--- config.mk ---
export PLATFORM = sky130hd
export DESIGN_NAME = stage_dos_watchdog
export DESIGN_NICKNAME = d
export VERILOG_FILES = /design/src/rtl/sdw_pkg.sv /design/src/rtl/sdw_stall_checker.sv /design/src/rtl/sdw_vote3.sv /design/src/rtl/sdw_refresh_sched.sv /design/src/rtl/sdw_swap_ctrl.sv /design/src/rtl/stage_dos_watchdog.sv
export SDC_FILE = /design/constraint.sdc
export NUM_CORES = 1
export LEC_CHECK = 0
export BUFFER_PORTS_ARGS = -buffer_cell sky130_fd_sc_hd__buf_2
export CAP_MARGIN = 20
export CORE_MARGIN = 1.5
export CORE_UTILIZATION = 60
export DETAILED_ROUTE_END_ITERATION = 8
export PLACE_DENSITY = 0.8
export SLEW_MARGIN = 20
export SYNTH_ARGS = -nofsm -noshare
export SYNTH_HDL_FRONTEND = slang
export SYNTH_SLANG_ARGS = --single-unit
--- constraint.sdc ---
create_clock -name clk -period 4.62 [get_ports clk]
set_input_delay 0.462 -clock clk [delete_from_list [all_inputs] [get_ports clk]]
set_output_delay 0.462 -clock clk [all_outputs]
set_load 0.02 [all_outputs]
--- src/rtl/sdw_pkg.sv ---
`timescale 1ns/1ps
package sdw_pkg;
  // state of the spare substitution controller
  typedef enum logic {
    SW_IDLE = 1'b0,
    SW_HOLD = 1'b1
  } swap_state_e;

  // index width that never collapses to zero bits
  function automatic int idx_w(input int n);
    return (n > 1) ? $clog2(n) : 1;
  endfunction
endpackage

--- src/rtl/sdw_stall_checker.sv ---
`timescale 1ns/1ps
// One copy of the per-stage stall detector.
module sdw_stall_checker #(
  parameter int N_STAGE = 4,
  parameter int CNT_W   = 8
) (
  input  logic               clk,
  input  logic               rst_n,
  input  logic               intv_start,
  input  logic               force_all,
  input  logic [CNT_W-1:0]   threshold,
  input  logic [N_STAGE-1:0] in_full,
  input  logic [N_STAGE-1:0] out_empty,
  input  logic [N_STAGE-1:0] rd_strobe,
  input  logic [N_STAGE-1:0] wr_strobe,
  input  logic [N_STAGE-1:0] hold_clear,
  output logic [N_STAGE-1:0] verdict
);
  logic thr_on;
  assign thr_on = (threshold != '0);

  for (genvar s = 0; s < N_STAGE; s++) begin : g_stage
    logic [CNT_W-1:0] cnt_q;
    logic             stalled;
    logic             restart;

    assign stalled = in_full[s] | out_empty[s];
    assign restart = intv_start | hold_clear[s] | rd_strobe[s] | wr_strobe[s];

    always_ff @(posedge clk or negedge rst_n) begin
      if (!rst_n) begin
        cnt_q <= '0;
      end else if (restart) begin
        cnt_q <= '0;
      end else if (stalled && (cnt_q != '1)) begin
        cnt_q <= cnt_q + 1'b1;
      end
    end

    assign verdict[s] = force_all | (thr_on && (cnt_q >= threshold));
  end
endmodule

--- src/rtl/sdw_vote3.sv ---
`timescale 1ns/1ps
// Bitwise two-of-three vote with a disagreement indication.
module sdw_vote3 #(
  parameter int W = 4
) (
  input  logic [W-1:0] a,
  input  logic [W-1:0] b,
  input  logic [W-1:0] c,
  output logic [W-1:0] maj,
  output logic         disagree
);
  assign maj      = (a & b) | (a & c) | (b & c);
  assign disagree = |((a ^ b) | (a ^ c));
endmodule

--- src/rtl/sdw_refresh_sched.sv ---
`timescale 1ns/1ps
// Round-robin periodic reset of the core serving each stage.
module sdw_refresh_sched #(
  parameter int N_STAGE = 4,
  parameter int PERIOD  = 64,
  parameter int HOLD    = 4,
  localparam int SW     = sdw_pkg::idx_w(N_STAGE),
  localparam int TW     = sdw_pkg::idx_w(PERIOD),
  localparam int LW     = $clog2(HOLD + 1)
) (
  input  logic          clk,
  input  logic          rst_n,
  output logic          active,
  output logic [SW-1:0] stage
);
  logic [TW-1:0] tmr_q;
  logic [LW-1:0] left_q;
  logic [SW-1:0] ptr_q;
  logic          wrap;

  assign wrap = (tmr_q == TW'(PERIOD - 1));

  always_ff @(posedge clk or negedge rst_n) begin
    if (!rst_n) begin
      tmr_q  <= '0;
      left_q <= '0;
      ptr_q  <= '0;
      stage  <= '0;
      active <= 1'b0;
    end else begin
      tmr_q <= wrap ? '0 : tmr_q + 1'b1;
      if (active) begin
        if (left_q == LW'(1)) begin
          active <= 1'b0;
          ptr_q  <= (ptr_q == SW'(N_STAGE - 1)) ? '0 : ptr_q + 1'b1;
        end else begin
          left_q <= left_q - 1'b1;
        end
      end else if (wrap) begin
        active <= 1'b1;
        left_q <= LW'(HOLD);
        stage  <= ptr_q;
      end
    end
  end
endmodule

--- src/rtl/sdw_swap_ctrl.sv ---
`timescale 1ns/1ps
// Picks a spare for an alarming stage, resets it, remaps and quarantines.
module sdw_swap_ctrl #(
  parameter int N_STAGE = 4,
  parameter int N_SPARE = 3,
  parameter int HOLD    = 4,
  localparam int N_CORE = N_STAGE + N_SPARE,
  localparam int CW     = sdw_pkg::idx_w(N_CORE),
  localparam int SW     = sdw_pkg::idx_w(N_STAGE),
  localparam int LW     = $clog2(HOLD + 1)
) (
  input  logic                    clk,
  input  logic                    rst_n,
  input  logic [N_STAGE-1:0]      alarm,
  output logic [N_STAGE*CW-1:0]   map_flat,
  output logic [N_CORE-1:0]       core_on,
  output logic [N_CORE-1:0]       untrusted,
  output logic                    exhausted,
  output logic                    hold,
  output logic [SW-1:0]           hold_stage,
  output logic [CW-1:0]           hold_spare
);
  import sdw_pkg::*;

  swap_state_e   st_q;
  logic [LW-1:0] left_q;
  logic [CW-1:0] map_q [N_STAGE];
  logic [N_CORE-1:0] free_q;

  logic          stage_found, spare_found;
  logic [SW-1:0] stage_idx;
  logic [CW-1:0] spare_idx;

  always_comb begin
    stage_found = 1'b0;
    stage_idx   = '0;
    for (int s = 0; s < N_STAGE; s++) begin
      if (alarm[s] && !stage_found) begin
        stage_found = 1'b1;
        stage_idx   = SW'(s);
      end
    end
    spare_found = 1'b0;
    spare_idx   = '0;
    for (int c = 0; c < N_CORE; c++) begin
      if (free_q[c] && !spare_found) begin
        spare_found = 1'b1;
        spare_idx   = CW'(c);
      end
    end
  end

  always_ff @(posedge clk or negedge rst_n) begin
    if (!rst_n) begin
      st_q       <= SW_IDLE;
      left_q     <= '0;
      hold_stage <= '0;
      hold_spare <= '0;
      exhausted  <= 1'b0;
      untrusted  <= '0;
      for (int s = 0; s < N_STAGE; s++) map_q[s] <= CW'(s);
      for (int c = 0; c < N_CORE; c++) begin
        core_on[c] <= (c < N_STAGE);
        free_q[c]  <= (c >= N_STAGE);
      end
    end else begin
      case (st_q)
        SW_IDLE: begin
          if (stage_found) begin
            if (spare_found) begin
              free_q[spare_idx]  <= 1'b0;
              core_on[spare_idx] <= 1'b1;
              hold_stage         <= stage_idx;
              hold_spare         <= spare_idx;
              left_q             <= LW'(HOLD);
              st_q               <= SW_HOLD;
            end else begin
              exhausted <= 1'b1;
            end
          end
        end
        SW_HOLD: begin
          if (left_q == LW'(1)) begin
            map_q[hold_stage]            <= hold_spare;
            untrusted[map_q[hold_stage]] <= 1'b1;
            core_on[map_q[hold_stage]]   <= 1'b0;
            st_q                         <= SW_IDLE;
          end else begin
            left_q <= left_q - 1'b1;
          end
        end
        default: st_q <= SW_IDLE;
      endcase
    end
  end

  assign hold = (st_q == SW_HOLD);

  for (genvar s = 0; s < N_STAGE; s++) begin : g_flat
    assign map_flat[s*CW +: CW] = map_q[s];
  end
endmodule

--- src/rtl/stage_dos_watchdog.sv ---
`timescale 1ns/1ps
// Pipeline stage stall watchdog with triplicated detection and spare swap.
module stage_dos_watchdog #(
  parameter int N_STAGE        = 4,
  parameter int N_SPARE        = 3,
  parameter int CNT_W          = 8,
  parameter int INTV_W         = 12,
  parameter int HOLD_CYC       = 4,
  parameter int REFRESH_PERIOD = 64,
  localparam int N_CORE        = N_STAGE + N_SPARE,
  localparam int CW            = sdw_pkg::idx_w(N_CORE),
  localparam int SW            = sdw_pkg::idx_w(N_STAGE),
  localparam int N_COPY        = 3
) (
  input  logic                  clk,
  input  logic                  rst_n,
  input  logic [INTV_W-1:0]     cfg_interval,
  input  logic [CNT_W-1:0]      cfg_threshold,
  input  logic [N_STAGE-1:0]    in_full,
  input  logic [N_STAGE-1:0]    out_empty,
  input  logic [N_STAGE-1:0]    rd_strobe,
  input  logic [N_STAGE-1:0]    wr_strobe,
  input  logic [N_COPY-1:0]     chk_force,
  output logic [N_STAGE-1:0]    stage_alarm,
  output logic                  vote_mismatch,
  output logic [N_CORE-1:0]     core_clk_en,
  output logic [N_CORE-1:0]     core_rst,
  output logic [N_STAGE*CW-1:0] stage_map,
  output logic [N_CORE-1:0]     core_untrusted,
  output logic                  spares_exhausted
);
  // monitoring window
  logic [INTV_W-1:0] intv_q;
  logic              intv_start;
  assign intv_start = (intv_q == '0);

  always_ff @(posedge clk or negedge rst_n) begin
    if (!rst_n) begin
      intv_q <= '0;
    end else if ((cfg_interval <= INTV_W'(1)) || (intv_q >= cfg_interval - INTV_W'(1))) begin
      intv_q <= '0;
    end else begin
      intv_q <= intv_q + 1'b1;
    end
  end

  // refresh scheduler
  logic          ref_active;
  logic [SW-1:0] ref_stage;

  sdw_refresh_sched #(
    .N_STAGE(N_STAGE), .PERIOD(REFRESH_PERIOD), .HOLD(HOLD_CYC)
  ) u_refresh (
    .clk(clk), .rst_n(rst_n), .active(ref_active), .stage(ref_stage)
  );

  // substitution controller status
  logic          sw_hold;
  logic [SW-1:0] sw_stage;
  logic [CW-1:0] sw_spare;

  // stages whose core is in reset are ignored
  logic [N_STAGE-1:0] stage_mask;
  for (genvar s = 0; s < N_STAGE; s++) begin : g_mask
    assign stage_mask[s] = (ref_active && (ref_stage == SW'(s))) ||
                           (sw_hold && (sw_stage == SW'(s)));
  end

  // triplicated detection
  logic [N_STAGE-1:0] verdict [N_COPY];
  for (genvar k = 0; k < N_COPY; k++) begin : g_copy
    sdw_stall_checker #(.N_STAGE(N_STAGE), .CNT_W(CNT_W)) u_chk (
      .clk(clk), .rst_n(rst_n), .intv_start(intv_start),
      .force_all(chk_force[k]), .threshold(cfg_threshold),
      .in_full(in_full), .out_empty(out_empty),
      .rd_strobe(rd_strobe), .wr_strobe(wr_strobe),
      .hold_clear(stage_mask), .verdict(verdict[k])
    );
  end

  logic [N_STAGE-1:0] voted;
  logic               copies_differ;

  sdw_vote3 #(.W(N_STAGE)) u_vote (
    .a(verdict[0]), .b(verdict[1]), .c(verdict[2]),
    .maj(voted), .disagree(copies_differ)
  );

  assign stage_alarm = voted & ~stage_mask;

  always_ff @(posedge clk or negedge rst_n) begin
    if (!rst_n) vote_mismatch <= 1'b0;
    else        vote_mismatch <= copies_differ;
  end

  sdw_swap_ctrl #(
    .N_STAGE(N_STAGE), .N_SPARE(N_SPARE), .HOLD(HOLD_CYC)
  ) u_swap (
    .clk(clk), .rst_n(rst_n), .alarm(stage_alarm),
    .map_flat(stage_map), .core_on(core_clk_en), .untrusted(core_untrusted),
    .exhausted(spares_exhausted), .hold(sw_hold),
    .hold_stage(sw_stage), .hold_spare(sw_spare)
  );

  // core reset requests
  logic [CW-1:0] map_arr [N_STAGE];
  for (genvar s = 0; s < N_STAGE; s++) begin : g_unpack
    assign map_arr[s] = stage_map[s*CW +: CW];
  end

  logic [CW-1:0] ref_core;
  assign ref_core = map_arr[ref_stage];

  for (genvar c = 0; c < N_CORE; c++) begin : g_rst
    assign core_rst[c] = (ref_active && (ref_core == CW'(c))) ||
                         (sw_hold && (sw_spare == CW'(c)));
  end
endmodule

; ---- Word level (Yosys, flattened, before mapping)
; Index checks and enable logic that the tools add are counted.
; W data, S select, Z words.
[totals]
ff_bits = 166
in_bits = 41
word_cells = 343
[op_classes]
n_addsub = 18
magnitude_cmp = 21
eq_ne = 39
mux = 78
n_bitwise = 49
reduce_logical = 107
[ops]
columns = op, count
row1 = $mux W8, 24
row2 = $add A8 B1 Y8 const B, 12
row3 = $ge A8 B8 Y1, 12
row4 = $ne A8 B8 Y1 const B, 12
row5 = $logic_and A1 B1 Y1, 58
row6 = $mux W3, 14
row7 = $or A1 B1 Y1, 28
row8 = $reduce_bool A2 Y1, 13
row9 = $mux W1, 21
row10 = $mux W7, 3
row11 = $eq A3 B3 Y1 const B, 6
row12 = $and A4 B4 Y4, 4
row13 = $and A7 B7 Y7, 2
row14 = $not A7 Y7, 2
row15 = $or A7 B7 Y7, 2
row16 = $pmux W7 S2, 1
row17 = $add A12 B1 Y12 const B, 1
row18 = $bmux W3 S2, 2
row19 = $bwmux W12, 1
row20 = $eq A3 B1 Y1 const B, 4
row21 = $eq A3 B2 Y1 const B, 4
row22 = $ge A12 B12 Y1, 1
row23 = $le A12 B1 Y1 const B, 1
row24 = $logic_not A12 Y1, 1
row25 = other kinds (33), 83

; ---- Logic depth before layout (Yosys ltp)
; Gate-level depths: netlist of run 1.
[depth]
word_depth = 27
depth_mapped = 16

; ---- Cells and area by module
; From an unflattened synthesis of run 1, not the netlist that was laid out.
[unflattened]
hier_cells = 1180
hier_area_um2 = 11096.9
[modules_own_cells]
columns = mod, n_inst, cells_each, area_each_um2, seq_area_each_um2
row1 = sdw_stall_checker, 3, 267, 2368.5, 800.8
row2 = sdw_swap_ctrl, 1, 150, 1865.5, 1089.8
row3 = stage_dos_watchdog, 1, 161, 1327.5, 325.3
row4 = sdw_refresh_sched, 1, 53, 646.9, 350.3
row5 = sdw_vote3, 1, 15, 151.4, 0.0

; ---- Least setup slack after synthesis of run 1
; Ideal clock, no wire load.
[synth_timing]
kind = input port to flip-flop
from = input port cfg_threshold[1]
to = register u_swap.left_q[2]
setup_time_ns = 0.135
t_arrival_ns = 3.090
slack_ns = 1.395
stages = 13
path_buffers = 1
cell_sequence = inv_1 > ha_1 > a21o_1 > a21o_1 > a21o_1 > a211o_1 > a21oi_1 > o21ai_0 > ha_1 > o31ai_4 > a41oi_4 > buf_2 > a2bb2oi_1
[synth_between]
elab_chain_cells = 19
elab_cells_between_ends = 55
cone_classes = 12 x order compare / 1 x eq/ne / 4 x mux / 18 x bitwise / 20 x reduce/logical
[synth_lines]
columns = item, line_no
row1 = from (decl), stage_dos_watchdog.sv:18  ; input logic [CNT_W-1:0] cfg_threshold,
row2 = $ge A8 B8 Y1 / $reduce_bool A8 Y1 (equally long branches), "sdw_stall_checker.sv:40, sdw_stall_checker.sv:20"
row3 = $logic_and A1 B1 Y1, sdw_stall_checker.sv:40  ; assign verdict[s] = force_all | (thr_on && (cnt_q >= threshold));
row4 = $or A1 B1 Y1, sdw_stall_checker.sv:40
row5 = $and A4 B4 Y4, sdw_vote3.sv:12  ; assign maj = (a & b) | (a & c) | (b & c);
row6 = $or A4 B4 Y4, sdw_vote3.sv:12
row7 = $or A4 B4 Y4 *, sdw_vote3.sv:12
row8 = $and A4 B4 Y4 *, stage_dos_watchdog.sv:89  ; assign stage_alarm = voted & ~stage_mask;
row9 = $mux W1, sdw_swap_ctrl.sv:38  ; if (alarm[s] && !stage_found) begin
row10 = (+3 left out), -
row11 = $logic_not A1 Y1, sdw_swap_ctrl.sv:38
row12 = $logic_and A1 B1 Y1, sdw_swap_ctrl.sv:38
row13 = $mux W1, sdw_swap_ctrl.sv:38
row14 = $logic_not A1 Y1, sdw_swap_ctrl.sv:38
row15 = $logic_and A1 B1 Y1, sdw_swap_ctrl.sv:38
row16 = $mux W1 *, sdw_swap_ctrl.sv:38
row17 = $ne A2 B1 Y1 (no line) *, -
row18 = $reduce_and A3 Y1 (no line) *, -
row19 = to (signal assigned), sdw_swap_ctrl.sv:75  ; left_q <= LW'(HOLD);
row20 = to (signal assigned), sdw_swap_ctrl.sv:89  ; left_q <= left_q - 1'b1;
row21 = to (decl), sdw_swap_ctrl.sv:26  ; logic [LW-1:0] left_q;
; Every way passes the cells marked *; elsewhere a longest branch is shown, timed or not.
; A chain may end at the register's enable or synchronous reset.

; ---- Worst setup path after layout of run 1
[layout_timing]
from = input port cfg_threshold[5]
to = output port stage_alarm[2]
[layout_between]
elab_chain_cells = 7
elab_cells_between_ends = 16
cone_classes = 3 x order compare / 9 x bitwise / 4 x reduce/logical
[layout_lines]
columns = item, line_no
row1 = $ge A8 B8 Y1 / $reduce_bool A8 Y1 (equally long branches), "sdw_stall_checker.sv:40, sdw_stall_checker.sv:20"
row2 = $logic_and A1 B1 Y1, sdw_stall_checker.sv:40
row3 = $or A1 B1 Y1, sdw_stall_checker.sv:40
row4 = $and A4 B4 Y4, sdw_vote3.sv:12
row5 = $or A4 B4 Y4, sdw_vote3.sv:12
row6 = $or A4 B4 Y4 *, sdw_vote3.sv:12
row7 = $and A4 B4 Y4 *, stage_dos_watchdog.sv:89
row8 = to (decl), stage_dos_watchdog.sv:24  ; output logic [N_STAGE-1:0] stage_alarm,
; Marks and branches as above.

==> results of run 1 <==
[state kept, by name, summed over array words and instances (netlist names)]
register,count
g_copy.u_chk.g_stage.cnt_q,96
intv_q,12
u_swap.map_flat,12
u_swap.core_on,7
u_swap.free_q,7
u_swap.untrusted,7
u_refresh.tmr_q,6
u_refresh.left_q,3
u_swap.hold_spare,3
u_swap.left_q,3
u_refresh.ptr_q,2
u_refresh.stage,2
u_swap.hold_stage,2
u_refresh.active,1
u_swap.exhausted,1
u_swap.hold,1
vote_mismatch,1
[layout make-up]
cell class              count  area [um2]  area share, %
flip-flops and latches    166        4170           34.9
diodes                      1        2.50         0.0210
inverters                  49         184           1.54
repair buffers             86         477           3.99
clock inverters            13         111          0.933
well taps                 225         282           2.36
clock buffers              19         453           3.79
multi-input cells         879        6260           52.5
[cells in the mapped netlist, drive strengths merged, types with 3 or more instances]
master	count
a2111oi	8
a211o	5
a211oi	16
a21boi	4
a21o	20
a21oi	47
a31oi	9
a32o	4
and2	4
and3	18
buf	4
clkbuf	19
dfrtp	155
dfstp	11
ha	138
inv	49
mux2	17
mux2i	14
mux4	6
nand2	93
nand2b	22
nand3	23
nand3b	4
nand4	36
nor2	166
nor2b	12
nor3	14
nor3b	4
nor4	10
o21a	5
o21ai	42
o22ai	10
o31ai	3
or3	13
or4	6
xnor2	38
xor2	52
[where the power goes]
part / switching, uW / internal [uW]
Sequential: 204 / 1630
Clock: 630 / 733
Combinational: 694 / 498
Total: 1530 / 2860
[how the worst max path moves through the flow]
| stage | endpoint | slack [ps] | cells past startpoint |
|---|---|---|---|
| after CTS | stage_alarm[2] | 760 | 13 |
| after floorplan | u_swap.left_q[2]$_DFFE_PN0P_ | 1400 | 13 |
| after global routing | stage_alarm[2] | 510 | 13 |
| after global placement | u_swap.hold_spare[0]$_DFFE_PN0P_ | 810 | 15 |
| final | stage_alarm[2] | 740 | 13 |
| after detailed placement | u_swap.hold_spare[0]$_DFFE_PN0P_ | 610 | 13 |
[kinds of logic after synthesis]
| kind of cell | share of synthesized area (%) |
|---|---|
| and+or+nand+nor | 18.8 |
| buffers and inverters | 2.55 |
| AOI/OAI and AO/OA | 11.8 |
| DFF | 39.0 |
| xor gates and xnor gates | 7.37 |
| muxes | 4.36 |
| adders and majority gates | 16.1 |
[through the flow]
stage | cells | hold slack, ps | utilization, % | cell area [um2]
global placement | 1403 | 443 | 65.3 | 11300
floorplan | 1117 | 166 | - | 10700
global route | 1438 | 479 | 68.8 | 11900
finish | 1438 | 457 | 68.8 | 11900
CTS | 1435 | 208 | 68.5 | 11900
detailed placement | 1403 | 448 | 65.3 | 11300
[layer usage]
metal | global-route usage [%] | up-vias | part of all wire [%]
met1 | 37.0 | 4146 | 46
met4 | 11.5 | 2 | 2.7
met5 | 0 | - | 0.054
met3 | 3.41 | 46 | 4.2
li1 | - | 4154 | -
met2 | 42.9 | 200 | 47
[critical path, stage by stage]
cell and delay, ps:
buf_2 100, inv_1 460, ha_1 360, a211oi_1 280
nor2_1 100, a2111oi_1 590, nor2_1 110, ha_1 210
nor2_1 140, nor2_1 70, nor2_2 250, inv_1 120
buf_2 170
[timing repair]
item	CTS	global route
hold endpoints to repair	0	27
hold buffers	0	1
buffers inserted	0	0
==> report_table.html, run 1 <==
<table>
<tr><th>Metric</th><th>Value</th></tr>
<tr><th colspan="2">Run status</th></tr>
<tr><td>Outcome</td><td>finished clean</td></tr>
<tr><th colspan="2">Timing</th></tr>
<tr><td>Max-slew headroom</td><td>42.5%</td></tr>
<tr><td>Max-slew violations</td><td>0</td></tr>
<tr><td>Finish-stage setup viols</td><td>0</td></tr>
<tr><td>Setup TNS Final</td><td>0 ps</td></tr>
<tr><td>Tightest Pin Transition</td><td>862 ps</td></tr>
<tr><td>Max Fclk</td><td>about 260 MHz</td></tr>
<tr><td>RSZ-0062 raised after global routing</td><td>no</td></tr>
<tr><td>Number of hold violations in the final report</td><td>0</td></tr>
<tr><td>Minimum period implied by the final worst setup slack</td><td>3880 ps</td></tr>
<tr><td>Period Utilization, post-route</td><td>83.9%</td></tr>
<tr><td>Clock Skews</td><td>9.33 ps</td></tr>
<tr><td>Slack of the critical path</td><td>744 ps</td></tr>
<tr><th colspan="2">Pwr</th></tr>
<tr><td>PnR Total Power</td><td>between 4000 and 5000 uW</td></tr>
<tr><td>Worst IR Drop VDD</td><td>roughly 330 uV</td></tr>
<tr><td>Static leakage power</td><td>between 0.005 and 0.006 uW</td></tr>
<tr><td>Power density over cell area</td><td>around 370 mW/mm2</td></tr>
<tr><th colspan="2">Flow run</th></tr>
<tr><td>Max_cap viols</td><td>0</td></tr>
<tr><th colspan="2">Synthesis</th></tr>
<tr><td>Synthesized instance count</td><td>1117</td></tr>
<tr><td>Largest area contributor in the synthesized netlist</td><td>dfrtp_1</td></tr>
<tr><td>Synthesized cell area</td><td>approximately 0.011 mm2</td></tr>
<tr><td>Flip-flop and latch count after synthesis</td><td>roughly 170</td></tr>
<tr><td>Syn avg cell area</td><td>around 9.6 um2</td></tr>
<tr><td>Library cells used by synthesis</td><td>slightly below 60</td></tr>
<tr><td>Share of the yosys chip area belonging to registers</td><td>roughly 39%</td></tr>
<tr><td>Number of synthesized flops with an enable pin</td><td>0</td></tr>
<tr><td>Syn nets</td><td>~1300</td></tr>
<tr><td>Top cells by area in the synthesized netlist</td><td>dfrtp_1, ha_1, nor2_1, xor2_1, nand2_1</td></tr>
<tr><td>Proportion of synthesized flip-flops having asynchronous set or reset</td><td>between 90% and 100%</td></tr>
<tr><td>Portion of synthesized cell area occupied by the leading cell type</td><td>roughly 36%</td></tr>
<tr><td>YS warnings</td><td>0</td></tr>
<tr><td>Leading register cell type out of synthesis</td><td>dfrtp_1</td></tr>
<tr><th colspan="2">Placement</th></tr>
<tr><td>Worst setup slack after placement</td><td>roughly 600 ps</td></tr>
<tr><td>Routability-driven placement congestion ratio</td><td>slightly below 0.9</td></tr>
<tr><td>DPL Wire Length</td><td>16.9 mm</td></tr>
<tr><td>Number of buffers added on ports</td><td>79</td></tr>
<tr><th colspan="2">Clock network</th></tr>
<tr><td>Buffer cell driving the clock tree root</td><td>clkbuf_16</td></tr>
<tr><td>Number of clock sinks</td><td>166</td></tr>
<tr><td>Worst-skew pair later-pin latency</td><td>about 430 ps</td></tr>
<tr><td>CTS H-tree lvls</td><td>4</td></tr>
<tr><td>Max Root-Sink Buffers</td><td>2</td></tr>
<tr><td>Post_cts resized</td><td>0</td></tr>
<tr><td>TritonCTS clock tree</td><td>done</td></tr>
<tr><td>Clock transition time at the flip-flop clock pins of the worst setup and hold paths</td><td>70 ps</td></tr>
<tr><td>Clock buffers created by TritonCTS</td><td>17</td></tr>
<tr><th colspan="2">Worst setup path</th></tr>
<tr><td>Endpoint of the lowest-slack register-to-register path</td><td>u_swap.hold_spare[0]$_DFFE_PN0P_</td></tr>
<tr><td>Kind of start point of the critical path</td><td>primary input</td></tr>
<tr><td>R2R depth</td><td>15</td></tr>
<tr><td>Worst setup path category</td><td>primary input to primary output</td></tr>
<tr><td>Maximum fanout along the worst path</td><td>12</td></tr>
<tr><td>Worst Setup SP</td><td>cfg_threshold[5]</td></tr>
<tr><td>Minimum setup slack among reg-to-reg paths</td><td>1060 ps</td></tr>
<tr><td>WP data arrival</td><td>about 3400 ps</td></tr>
<tr><td>Critical Path Sink Type</td><td>primary output</td></tr>
<tr><td>FF-to-FF Start</td><td>g_copy[0].u_chk.g_stage[0].cnt_q[0]$_DFFE_PN0P_</td></tr>
<tr><td>Worst Path Required</td><td>~4200 ps</td></tr>
<tr><th colspan="2">Detailed routing</th></tr>
<tr><td>Routed WL per cell</td><td>16.6 um</td></tr>
<tr><td>WL final</td><td>about 24 mm</td></tr>
<tr><td>First-pass DRT Iterations</td><td>5</td></tr>
<tr><td>Final ANT Viol Nets</td><td>0</td></tr>
<tr><td>DRC</td><td>0</td></tr>
<tr><td>Starting DRT DRC Count</td><td>547</td></tr>
<tr><td>Detailed-route via count</td><td>about 8500</td></tr>
<tr><td>Via density per instance</td><td>roughly 5.9</td></tr>
<tr><th colspan="2">Min path</th></tr>
<tr><td>Path type of the worst min-delay path</td><td>primary input to async pin</td></tr>
<tr><th colspan="2">GRT</th></tr>
<tr><td>Wire length of the first global-routing pass</td><td>39.5 mm</td></tr>
<tr><td>Number of antenna violations at the first check in global routing</td><td>2</td></tr>
<tr><td>Pin count of the biggest net entering global routing</td><td>108</td></tr>
<tr><td>GRT Util Overall</td><td>a little over a quarter</td></tr>
<tr><td>Overflow left after global routing</td><td>0</td></tr>
<tr><td>Vias in the first global route</td><td>8114</td></tr>
<tr><th colspan="2">Layout</th></tr>
<tr><td># nets final</td><td>roughly 1400</td></tr>
<tr><td>Commonest non-fill, non-tap cell in the layout</td><td>nor2_1</td></tr>
<tr><td>Fillers</td><td>~1300</td></tr>
<tr><td>Growth of design area from synthesis to finish</td><td>11.6%</td></tr>
<tr><td>Most frequent cells in the layout</td><td>nor2_1, dfrtp_1, ha_1, nand2_1, buf_2</td></tr>
<tr><td>Share of post-route cells with drive strength above 1</td><td>between 10% and 20%</td></tr>
<tr><th colspan="2">Floorplanning</th></tr>
<tr><td>Die Outline Area</td><td>about 0.019 mm2</td></tr>
<tr><td>Die outline height</td><td>roughly 140 um</td></tr>
<tr><td>Initial standard-cell utilization of the core</td><td>just over 60%</td></tr>
<tr><td>Die width</td><td>approximately 140 um</td></tr>
<tr><td>Standard-cell rows</td><td>48</td></tr>
<tr><td>Boundary Pins</td><td>80</td></tr>
<tr><td>Placeable Area</td><td>~0.017 mm2</td></tr>
</table>
(Power assumes the default switching activity.)
==> inputs of run 2 (changes only) <==
--- a/config.mk
+++ b/config.mk
@@ -5,12 +5,13 @@
 export SDC_FILE = /design/constraint.sdc
 export NUM_CORES = 1
 export LEC_CHECK = 0
+export ABC_AREA = 1
 export BUFFER_PORTS_ARGS = -buffer_cell sky130_fd_sc_hd__buf_2
 export CAP_MARGIN = 20
 export CORE_MARGIN = 1.5
-export CORE_UTILIZATION = 60
+export CORE_UTILIZATION = 56
 export DETAILED_ROUTE_END_ITERATION = 8
-export PLACE_DENSITY = 0.8
+export PLACE_DENSITY = 0.78
 export SLEW_MARGIN = 20
 export SYNTH_ARGS = -nofsm -noshare
 export SYNTH_HDL_FRONTEND = slang
==> constraint.sdc (replaced) <==
create_clock -name clk -period 3.2 [get_ports clk]
set_input_delay 0.32 -clock clk [delete_from_list [all_inputs] [get_ports clk]]
set_output_delay 0.32 -clock clk [all_outputs]
set_load 0.02 [all_outputs]
==> report_table.html, run 2 <==
<table>
<tr><th>Metric</th><th>Value</th></tr>
<tr><th colspan="2">GRT</th></tr>
<tr><td>GR Layer Usage met1</td><td>33.4% (-3.6 points)</td></tr>
<tr><td>Overflow left after global routing</td><td>0 (unchanged)</td></tr>
<tr><td>Pin count of the biggest net entering global routing</td><td>74 (-31%)</td></tr>
<tr><td>GRT Util Overall</td><td>25.3% (-1.6 points)</td></tr>
<tr><td>Wire length of the first global-routing pass</td><td>41.9 mm (+6.1%)</td></tr>
<tr><td>Top Usage Layer GRT</td><td>met2</td></tr>
<tr><td>Number of antenna violations at the first check in global routing</td><td>0 (-2)</td></tr>
<tr><td>Vias in the first global route</td><td>9241 (+14%)</td></tr>
<tr><td>Met2 track utilization from global routing</td><td>42.2% (-0.73 points)</td></tr>
<tr><td>Fraction of met3 tracks used by global routing</td><td>4.17% (+0.76 points)</td></tr>
<tr><th colspan="2">Timing</th></tr>
<tr><td>Minimum period implied by the final worst setup slack</td><td>slightly above 3000 ps</td></tr>
<tr><td>Max-slew violations</td><td>0 (unchanged)</td></tr>
<tr><td>Number of hold violations in the final report</td><td>0 (unchanged)</td></tr>
<tr><td>Period Utilization, post-route</td><td>roughly 94%</td></tr>
<tr><td>Setup TNS Final</td><td>0 ps (unchanged)</td></tr>
<tr><td>Tightest Pin Transition</td><td>654 ps (-208 ps)</td></tr>
<tr><td>Finish-stage setup viols</td><td>0 (unchanged)</td></tr>
<tr><td>RSZ-0062 raised after global routing</td><td>yes</td></tr>
<tr><td>Max Fclk</td><td>between 300 and 400 MHz</td></tr>
<tr><td>Slack of the critical path</td><td>180 ps (-564 ps)</td></tr>
<tr><td>Max-slew headroom</td><td>56.4% (+14 points)</td></tr>
<tr><td>Clock Skews</td><td>14.3 ps (+4.97 ps)</td></tr>
<tr><th colspan="2">Flow run</th></tr>
<tr><td>Max_cap viols</td><td>0 (unchanged)</td></tr>
<tr><th colspan="2">Synthesis</th></tr>
<tr><td>List of most frequent post-synthesis cells</td><td>nand2_1, inv_1, dfrtp_1</td></tr>
<tr><td>Top cells by area in the synthesized netlist</td><td>dfrtp_1, ha_1, nand2_1, inv_1, nand3_1</td></tr>
<tr><td>Synthesized cell area</td><td>0.0111 mm2 (+3.6%)</td></tr>
<tr><td>Leading register cell type out of synthesis</td><td>dfrtp_1</td></tr>
<tr><td>Largest area contributor in the synthesized netlist</td><td>dfrtp_1</td></tr>
<tr><td>Most common cell in the netlist</td><td>nand2_1</td></tr>
<tr><td>Library cells used by synthesis</td><td>38 (-36%)</td></tr>
<tr><td>Portion of synthesized cell area occupied by the leading cell type</td><td>35.0% (-1.3 points)</td></tr>
<tr><td>Synthesized instance count</td><td>1443 (+29%)</td></tr>
<tr><td>Number of synthesized flops with an enable pin</td><td>0 (unchanged)</td></tr>
<tr><td>Syn nets</td><td>1622 (+25%)</td></tr>
<tr><td>YS warnings</td><td>0 (unchanged)</td></tr>
<tr><td>Flip-flop and latch count after synthesis</td><td>166 (unchanged)</td></tr>
<tr><td>Proportion of synthesized flip-flops having asynchronous set or reset</td><td>100% (unchanged)</td></tr>
<tr><td>Share of the yosys chip area belonging to registers</td><td>37.6% (-1.4 points)</td></tr>
<tr><td>Syn avg cell area</td><td>7.68 um2 (-20%)</td></tr>
<tr><th colspan="2">Worst setup path</th></tr>
<tr><td>Worst setup path category</td><td>flip-flop to primary output</td></tr>
<tr><td>Maximum fanout along the worst path</td><td>4 (-8)</td></tr>
<tr><td>WP data arrival</td><td>2700 ps (-710 ps)</td></tr>
<tr><td>Kind of start point of the critical path</td><td>flip-flop</td></tr>
<tr><td>Critical Path Sink Type</td><td>primary output</td></tr>
<tr><td>Worst Path Required</td><td>2880 ps (-1280 ps)</td></tr>
<tr><th colspan="2">Floorplanning</th></tr>
<tr><td>Die Outline Area</td><td>0.0206 mm2 (+11%)</td></tr>
<tr><td>Placeable Area</td><td>0.0195 mm2 (+12%)</td></tr>
<tr><td>Die width</td><td>144 um (+5.3%)</td></tr>
<tr><td>Die outline height</td><td>144 um (+5.3%)</td></tr>
<tr><td>Initial standard-cell utilization of the core</td><td>57.0% (-4.7 points)</td></tr>
<tr><td>Boundary Pins</td><td>80 (unchanged)</td></tr>
<tr><td>Standard-cell rows</td><td>51 (+6.3%)</td></tr>
<tr><th colspan="2">Run status</th></tr>
<tr><td>Outcome</td><td>finished clean</td></tr>
<tr><th colspan="2">Clock network</th></tr>
<tr><td>Buffer cell driving the clock tree root</td><td>clkbuf_16</td></tr>
<tr><td>CTS H-tree lvls</td><td>4 (unchanged)</td></tr>
<tr><td>TritonCTS clock tree</td><td>done</td></tr>
<tr><td>Clock transition time at the flip-flop clock pins of the worst setup and hold paths</td><td>70 ps (about the same)</td></tr>
<tr><td>Max Root-Sink Buffers</td><td>2 (unchanged)</td></tr>
<tr><td>Worst-skew pair later-pin latency</td><td>440 ps (about the same)</td></tr>
<tr><td>Number of clock sinks</td><td>166 (unchanged)</td></tr>
<tr><td>Clock buffers created by TritonCTS</td><td>17 (unchanged)</td></tr>
<tr><th colspan="2">Detailed routing</th></tr>
<tr><td>First-pass DRT Iterations</td><td>5 (unchanged)</td></tr>
<tr><td>DRC</td><td>0 (unchanged)</td></tr>
<tr><td>Final ANT Viol Nets</td><td>0 (unchanged)</td></tr>
<tr><td>Detailed-route via count</td><td>9883 (+16%)</td></tr>
<tr><td>Routed WL per cell</td><td>13.8 um (-17%)</td></tr>
<tr><td>Via density per instance</td><td>5.39 (-9.2%)</td></tr>
<tr><td>Starting DRT DRC Count</td><td>617 (+13%)</td></tr>
<tr><td>WL final</td><td>25.3 mm (+5.8%)</td></tr>
<tr><th colspan="2">Layout</th></tr>
<tr><td>Growth of design area from synthesis to finish</td><td>14.1%</td></tr>
<tr><td>Fillers</td><td>1654 (+25%)</td></tr>
<tr><td>Post-layout instance area</td><td>0.0126 mm2 (+6.0%)</td></tr>
<tr><td>Share of post-route cells with drive strength above 1</td><td>11.0% (-2.4 points)</td></tr>
<tr><td>Max FFs per register</td><td>96 (unchanged)</td></tr>
<tr><td>Commonest non-fill, non-tap cell in the layout</td><td>nand2_1</td></tr>
<tr><td>Layout Utilization</td><td>65.0% (-3.8 points)</td></tr>
<tr><td># nets final</td><td>1733 (+26%)</td></tr>
<tr><td>Register with the most flip-flops</td><td>g_copy.u_chk.g_stage.cnt_q</td></tr>
<tr><td>Most frequent cells in the layout</td><td>nand2_1, inv_1, dfrtp_1, ha_1, nor2_1</td></tr>
<tr><td>Diodes inserted</td><td>0 (-1)</td></tr>
<tr><th colspan="2">Pwr</th></tr>
<tr><td>Static leakage power</td><td>0.00670 uW (+16%)</td></tr>
<tr><td>PnR Total Power</td><td>6630 uW (+51%)</td></tr>
<tr><td>Worst IR Drop VDD</td><td>339 uV (+4.1%)</td></tr>
<tr><td>Power density over cell area</td><td>524 mW/mm2 (+43%)</td></tr>
<tr><th colspan="2">Min path</th></tr>
<tr><td>Path type of the worst min-delay path</td><td>primary input to flip-flop</td></tr>
<tr><th colspan="2">Placement</th></tr>
<tr><td>Worst setup slack after placement</td><td>208 ps (-401 ps)</td></tr>
<tr><td>Number of buffers added on ports</td><td>79 (unchanged)</td></tr>
<tr><td>DPL Wire Length</td><td>18.9 mm (+12%)</td></tr>
<tr><td>Placed standard-cell area</td><td>0.0119 mm2 (+5.2%)</td></tr>
<tr><td>Routability-driven placement congestion ratio</td><td>0.961 (+11%)</td></tr>
</table>
-- run 2: cell count changes in the layout (fill, tap and decap cells not counted), sizes merged, moves of 22 or more --
cell	previous run	this run
a21oi	47	99
inv	56	238
nand2	93	314
nand2b	22	0
nand3	23	101
nor2	166	118
nor3	14	51
o21ai	42	81
xnor2	38	6
xor2	52	12
-- run 2: report_power, final --
group	switching, uW	internal (uW)
logic	1260	648
clock network	922	1250
registers	209	2350
total	2390	4250
-- run 2: logic make-up (layout without fill, tap and decap cells) --
kind of cell / count (synthesis) / in the layout / share of synthesized area (%)
compound gates: 250 / 250 / 12.7
xor+xnor: 18 / 18 / 1.42
fa+ha+maj: 138 / 138 / 15.6
buf+inv: 245 / 369 / 8.47
flops: 166 / 166 / 37.6
simple gates: 626 / 626 / 24.2
-- run 2: layout make-up --
cell class	count	area (um2)	area share, %
multi-input cells	1032	6020	47.6
clock buffers	18	429	3.39
repair buffers	106	644	5.09
flip-flops and latches	166	4170	32.9
clock inverters	14	188	1.48
well taps	265	332	2.62
inverters	231	867	6.85
-- run 2: timing repair --
| item | in CTS | in global routing |
|---|---|---|
| endpoints found under the setup margin | 2 | 5 |
| hold buffers | 1 | 0 |
| buffers inserted | 2 | 4 |
| resized for setup | 0 | 29 |
| pin swaps | 0 | 23 |
| endpoints found under the hold margin | 57 | 0 |
-- run 2: final timing paths --
path	start	endpoint	slack, ps	cells past startpoint
max	g_copy[0].u_chk.g_stage[1].cnt_q[0]$_DFFE_PN0P_	stage_alarm[1]	180	18
max reg2reg	g_copy[0].u_chk.g_stage[0].cnt_q[1]$_DFFE_PN0P_	u_swap.hold_spare[0]$_DFFE_PN0P_	340	21
min reg2reg	u_refresh.tmr_q[0]$_DFF_PN0_	u_refresh.tmr_q[0]$_DFF_PN0_	460	1
min	wr_strobe[2]	g_copy[0].u_chk.g_stage[2].cnt_q[2]$_DFFE_PN0P_	400	5
min in group asynchronous	rst_n	g_copy[2].u_chk.g_stage[1].cnt_q[1]$_DFFE_PN0P_	420	2
max in group asynchronous	rst_n	u_swap.free_q[6]$_DFFE_PN1P_	1850	3
-- run 2: worst max-delay path, stage by stage, from the launching register on --
cell and delay, ps:
dfrtp_1 360, inv_2 40, ha_1 260, o21ai_1 110, a21boi_1 70, o21ai_1 140
nand2_1 60, nand2_1 70, nand2_2 50, a21oi_2 110, o21ai_0 80, o21ai_1 130
nand2_1 110, ha_2 190, nor2_2 120, nand2_2 80, nand2_4 100, inv_2 50
buf_6 120
-- run 2: through the flow --
stage	instances	hold WS, ps
6_report	1832	396
5_1_grt	1832	417
4_1_cts	1828	386
3_5_place_dp	1793	319
3_3_place_gp	1793	319
2_1_floorplan	1443	24.4
-- run 2: metal layers --
metal | up-vias | wire, um
met3 | 43 | 1070
li1 | 5028 | -
met2 | 232 | 12100
met5 | - | 0
met1 | 4580 | 11500
met4 | 0 | 608
==> inputs of run 3 (changes only) <==
--- a/config.mk
+++ b/config.mk
@@ -5,13 +5,12 @@
 export SDC_FILE = /design/constraint.sdc
 export NUM_CORES = 1
 export LEC_CHECK = 0
-export ABC_AREA = 1
 export BUFFER_PORTS_ARGS = -buffer_cell sky130_fd_sc_hd__buf_2
 export CAP_MARGIN = 20
 export CORE_MARGIN = 1.5
-export CORE_UTILIZATION = 56
+export CORE_UTILIZATION = 55
 export DETAILED_ROUTE_END_ITERATION = 8
-export PLACE_DENSITY = 0.78
+export PLACE_DENSITY = 0.77
 export SLEW_MARGIN = 20
 export SYNTH_ARGS = -nofsm -noshare
 export SYNTH_HDL_FRONTEND = slang
==> report_table.html, run 3 (synthesized netlist as in run 1, its figures left out) <==
<table>
<tr><th>Metric</th><th>Value</th></tr>
<tr><th colspan="2">Clock network</th></tr>
<tr><td>Worst-skew pair later-pin latency</td><td>430 ps (about the same)</td></tr>
<tr><td>Max Root-Sink Buffers</td><td>2 (unchanged)</td></tr>
<tr><td>Buffer cell driving the clock tree root</td><td>clkbuf_16</td></tr>
<tr><td>Clock buffers created by TritonCTS</td><td>17 (unchanged)</td></tr>
<tr><td>Number of clock sinks</td><td>166 (unchanged)</td></tr>
<tr><td>CTS H-tree lvls</td><td>4 (unchanged)</td></tr>
<tr><td>Clock transition time at the flip-flop clock pins of the worst setup and hold paths</td><td>60 ps (about the same)</td></tr>
<tr><td>TritonCTS clock tree</td><td>done</td></tr>
<tr><th colspan="2">Detailed routing</th></tr>
<tr><td>Detailed-route via count</td><td>8623 (-13%)</td></tr>
<tr><td>Final ANT Viol Nets</td><td>0 (unchanged)</td></tr>
<tr><td>First-pass DRT Iterations</td><td>5 (unchanged)</td></tr>
<tr><td>Starting DRT DRC Count</td><td>401 (-35%)</td></tr>
<tr><td>Routed WL per cell</td><td>16.2 um (+17%)</td></tr>
<tr><td>Via density per instance</td><td>5.66 (+5.0%)</td></tr>
<tr><td>DRC</td><td>0 (unchanged)</td></tr>
<tr><td>WL final</td><td>24.7 mm (-2.4%)</td></tr>
<tr><th colspan="2">Min path</th></tr>
<tr><td>Path type of the worst min-delay path</td><td>primary input to flip-flop</td></tr>
<tr><th colspan="2">Layout</th></tr>
<tr><td>Share of post-route cells with drive strength above 1</td><td>19.6% (+8.6 points)</td></tr>
<tr><td>Commonest non-fill, non-tap cell in the layout</td><td>nor2_1</td></tr>
<tr><td>Diodes inserted</td><td>0 (unchanged)</td></tr>
<tr><td>Growth of design area from synthesis to finish</td><td>18.2%</td></tr>
<tr><td>Max FFs per register</td><td>96 (unchanged)</td></tr>
<tr><td>Register with the most flip-flops</td><td>g_copy.u_chk.g_stage.cnt_q</td></tr>
<tr><td># nets final</td><td>1429 (-18%)</td></tr>
<tr><td>Post-layout instance count excluding filler cells</td><td>1523 (-17%)</td></tr>
<tr><td>Fillers</td><td>1477 (-11%)</td></tr>
<tr><td>Most frequent cells in the layout</td><td>nor2_1, dfrtp_1, ha_1, nand2_1, buf_2</td></tr>
<tr><th colspan="2">Floorplanning</th></tr>
<tr><td>Placeable Area</td><td>0.0189 mm2 (-2.9%)</td></tr>
<tr><td>Die Outline Area</td><td>0.0203 mm2 (-1.7%)</td></tr>
<tr><td>Initial standard-cell utilization of the core</td><td>56.6% (-0.34 points)</td></tr>
<tr><td>Die width</td><td>142 um (-0.86%)</td></tr>
<tr><td>Die outline height</td><td>142 um (-0.86%)</td></tr>
<tr><td>Boundary Pins</td><td>80 (unchanged)</td></tr>
<tr><td>Standard-cell rows</td><td>50 (-2.0%)</td></tr>
<tr><th colspan="2">Timing</th></tr>
<tr><td>Slack of the critical path</td><td>-56.6 ps (-237 ps)</td></tr>
<tr><td>Setup TNS Final</td><td>-156 ps (-156 ps)</td></tr>
<tr><td>Tightest Pin Transition</td><td>808 ps (+154 ps)</td></tr>
<tr><td>Minimum period implied by the final worst setup slack</td><td>3260 ps (+237 ps)</td></tr>
<tr><td>Finish-stage setup viols</td><td>4 (+4)</td></tr>
<tr><td>RSZ-0062 raised after global routing</td><td>yes</td></tr>
<tr><td>Period Utilization, post-route</td><td>102% (+7.4 points)</td></tr>
<tr><td>Max Fclk</td><td>307 MHz (-7.3%)</td></tr>
<tr><td>Max-slew violations</td><td>0 (unchanged)</td></tr>
<tr><td>Clock Skews</td><td>9.14 ps (-5.16 ps)</td></tr>
<tr><td>Max-slew headroom</td><td>46.1% (-10 points)</td></tr>
<tr><td>Number of hold violations in the final report</td><td>0 (unchanged)</td></tr>
<tr><th colspan="2">Worst setup path</th></tr>
<tr><td>WP data arrival</td><td>2940 ps (+240 ps)</td></tr>
<tr><td>Combined buffer and inverter count along the critical path</td><td>4 (+1)</td></tr>
<tr><td>Maximum fanout along the worst path</td><td>2 (-2)</td></tr>
<tr><td>Cell count along the critical path</td><td>16 (-2)</td></tr>
<tr><td>Worst Setup SP</td><td>g_copy[0].u_chk.g_stage[1].cnt_q[0]$_DFFE_PN0P_</td></tr>
<tr><td>Endpoint of the lowest-slack register-to-register path</td><td>u_swap.left_q[2]$_DFFE_PN0P_</td></tr>
<tr><td>Worst Path Required</td><td>2880 ps (about the same)</td></tr>
<tr><td>Kind of start point of the critical path</td><td>flip-flop</td></tr>
<tr><td>Family of cells with the greatest summed delay on the critical path</td><td>compound AO/OA/AOI/OAI gates</td></tr>
<tr><td>FF-to-FF Start</td><td>g_copy[0].u_chk.g_stage[3].cnt_q[0]$_DFFE_PN0P_</td></tr>
<tr><td>Worst setup path category</td><td>flip-flop to primary output</td></tr>
<tr><td>Crit path to</td><td>stage_alarm[1]</td></tr>
<tr><td>Delay of the slowest critical-path stage</td><td>350 ps (about the same)</td></tr>
<tr><td>Crit-path cells</td><td>inv_1 -&gt; ha_1 -&gt; nand2b_4 -&gt; a21o_1 -&gt; a21o_1 -&gt; a21o_1 -&gt; a211o_1 -&gt; a21oi_2 -&gt; o21ai_2 -&gt; ha_2 -&gt; nor2_1 -&gt; nor2_1 -&gt; a21oi_2 -&gt; buf_4 -&gt; inv_4 -&gt; buf_6</td></tr>
<tr><td>Cell with the largest stage delay on the worst path</td><td>dfrtp_1</td></tr>
<tr><td>Worst path most repeated cell</td><td>a21o_1</td></tr>
<tr><td>Minimum setup slack among reg-to-reg paths</td><td>90 ps (-250 ps)</td></tr>
<tr><td>Critical Path Sink Type</td><td>primary output</td></tr>
<tr><td>R2R depth</td><td>15 (-29%)</td></tr>
<tr><th colspan="2">Flow run</th></tr>
<tr><td>Max_cap viols</td><td>0 (unchanged)</td></tr>
<tr><th colspan="2">Pwr</th></tr>
<tr><td>Clock share of power</td><td>31.1% (-1.7 points)</td></tr>
<tr><td>Power density over cell area</td><td>531 mW/mm2 (+1.3%)</td></tr>
<tr><td>Switching part of the total power</td><td>33.3% (-2.7 points)</td></tr>
<tr><td>Reported net switching power</td><td>2240 uW (-6.3%)</td></tr>
<tr><td>Combinational Power Share</td><td>29.6% (+0.9 points)</td></tr>
<tr><td>Static leakage power</td><td>0.00607 uW (-9.5%)</td></tr>
<tr><td>Internal power of the cells</td><td>4480 uW (+5.5%)</td></tr>
<tr><td>Worst IR Drop VDD</td><td>301 uV (-11%)</td></tr>
<tr><td>Share of total power in sequential cells</td><td>39.3% (+0.8 points)</td></tr>
<tr><th colspan="2">GRT</th></tr>
<tr><td>Pin count of the biggest net entering global routing</td><td>80 (+8.1%)</td></tr>
<tr><td>Vias in the first global route</td><td>8367 (-9.5%)</td></tr>
<tr><td>Wire length of the first global-routing pass</td><td>40.3 mm (-3.7%)</td></tr>
<tr><td>Overflow left after global routing</td><td>0 (unchanged)</td></tr>
<tr><td>GRT Util Overall</td><td>25.2% (-0.16 points)</td></tr>
<tr><td>Number of antenna violations at the first check in global routing</td><td>0 (unchanged)</td></tr>
<tr><th colspan="2">Placement</th></tr>
<tr><td>Post-Place Cells</td><td>1474 (-18%)</td></tr>
<tr><td>Number of buffers added on ports</td><td>79 (unchanged)</td></tr>
<tr><td>DPL Wire Length</td><td>17.1 mm (-9.7%)</td></tr>
<tr><td>Routability-driven placement congestion ratio</td><td>0.869 (-9.5%)</td></tr>
<tr><th colspan="2">Run status</th></tr>
<tr><td>Outcome</td><td>finished, violations left</td></tr>
<tr><td>Violations in the final reports</td><td>setup timing</td></tr>
</table>
run 3: worst min-delay path, stage by stage:
cell     delay [ps]
buf_2            70
nor2_1           90
inv_1            70
a21oi_1          60
nor3_1          120
run 3: layer usage:
metal | GRT usage (%) | vias up | wire length [um]
met4 | 10.3 | 0 | 757
met3 | 5.15 | 58 | 1010
met5 | 0 | - | 0
met1 | 33.2 | 4120 | 11200
met2 | 40.5 | 201 | 11700
li1 | - | 4244 | -
run 3: how the worst min path moves through the flow:
stage / from / endpoint / slack (ps) / cells past startpoint
after floorplan: rst_n / g_copy[0].u_chk.g_stage[0].cnt_q[0]$_DFFE_PN0P_ / 20 / 0
after global placement: rst_n / g_copy[1].u_chk.g_stage[0].cnt_q[2]$_DFFE_PN0P_ / 410 / 1
after detailed placement: rst_n / g_copy[1].u_chk.g_stage[0].cnt_q[2]$_DFFE_PN0P_ / 410 / 1
after CTS: in_full[2] / g_copy[1].u_chk.g_stage[2].cnt_q[2]$_DFFE_PN0P_ / 340 / 5
after global routing: rd_strobe[2] / g_copy[2].u_chk.g_stage[2].cnt_q[5]$_DFFE_PN0P_ / 370 / 3
final: in_full[2] / g_copy[1].u_chk.g_stage[2].cnt_q[2]$_DFFE_PN0P_ / 350 / 5
run 3: through the flow:
stage	cell area (um2)	setup WS [ps]	power [uW]	hold slack [ps]	util (%)
2_1_floorplan	10700	117	3870	24.4	-
3_3_place_gp	11700	-160	4420	413	62.0
3_5_place_dp	11700	-252	4490	405	62.0
4_1_cts	12500	-58.1	6680	339	66.3
5_1_grt	12600	-213	7070	370	66.9
6_report	12600	-56.6	6720	347	66.9
run 3: power by group through the flow:
stage | combinational (uW) | clock (uW) | sequential [uW]
after CTS | 1920 | 2120 | 2640
after floorplan | 1170 | 0 | 2690
after global routing | 2180 | 2210 | 2680
after detailed placement | 1820 | 0 | 2670
final | 1990 | 2090 | 2640
after global placement | 1750 | 0 | 2670
run 3: layout make-up:
cell class	instances	area, um2	area share (%)
clock buffers	23	488	3.86
clock inverters	9	115	0.910
inverters	49	191	1.51
multi-input cells	880	6410	50.7
flip-flops and latches	166	4170	33.0
well taps	260	325	2.57
repair buffers	136	943	7.46
run 3: timing repair:
item,CTS,global route
hold buffers,1,0
cloned,0,1
pin swaps,41,13
buffers inserted,13,6
endpoints found under the setup margin,16,24
resized for setup,36,21
endpoints found under the hold margin,68,0
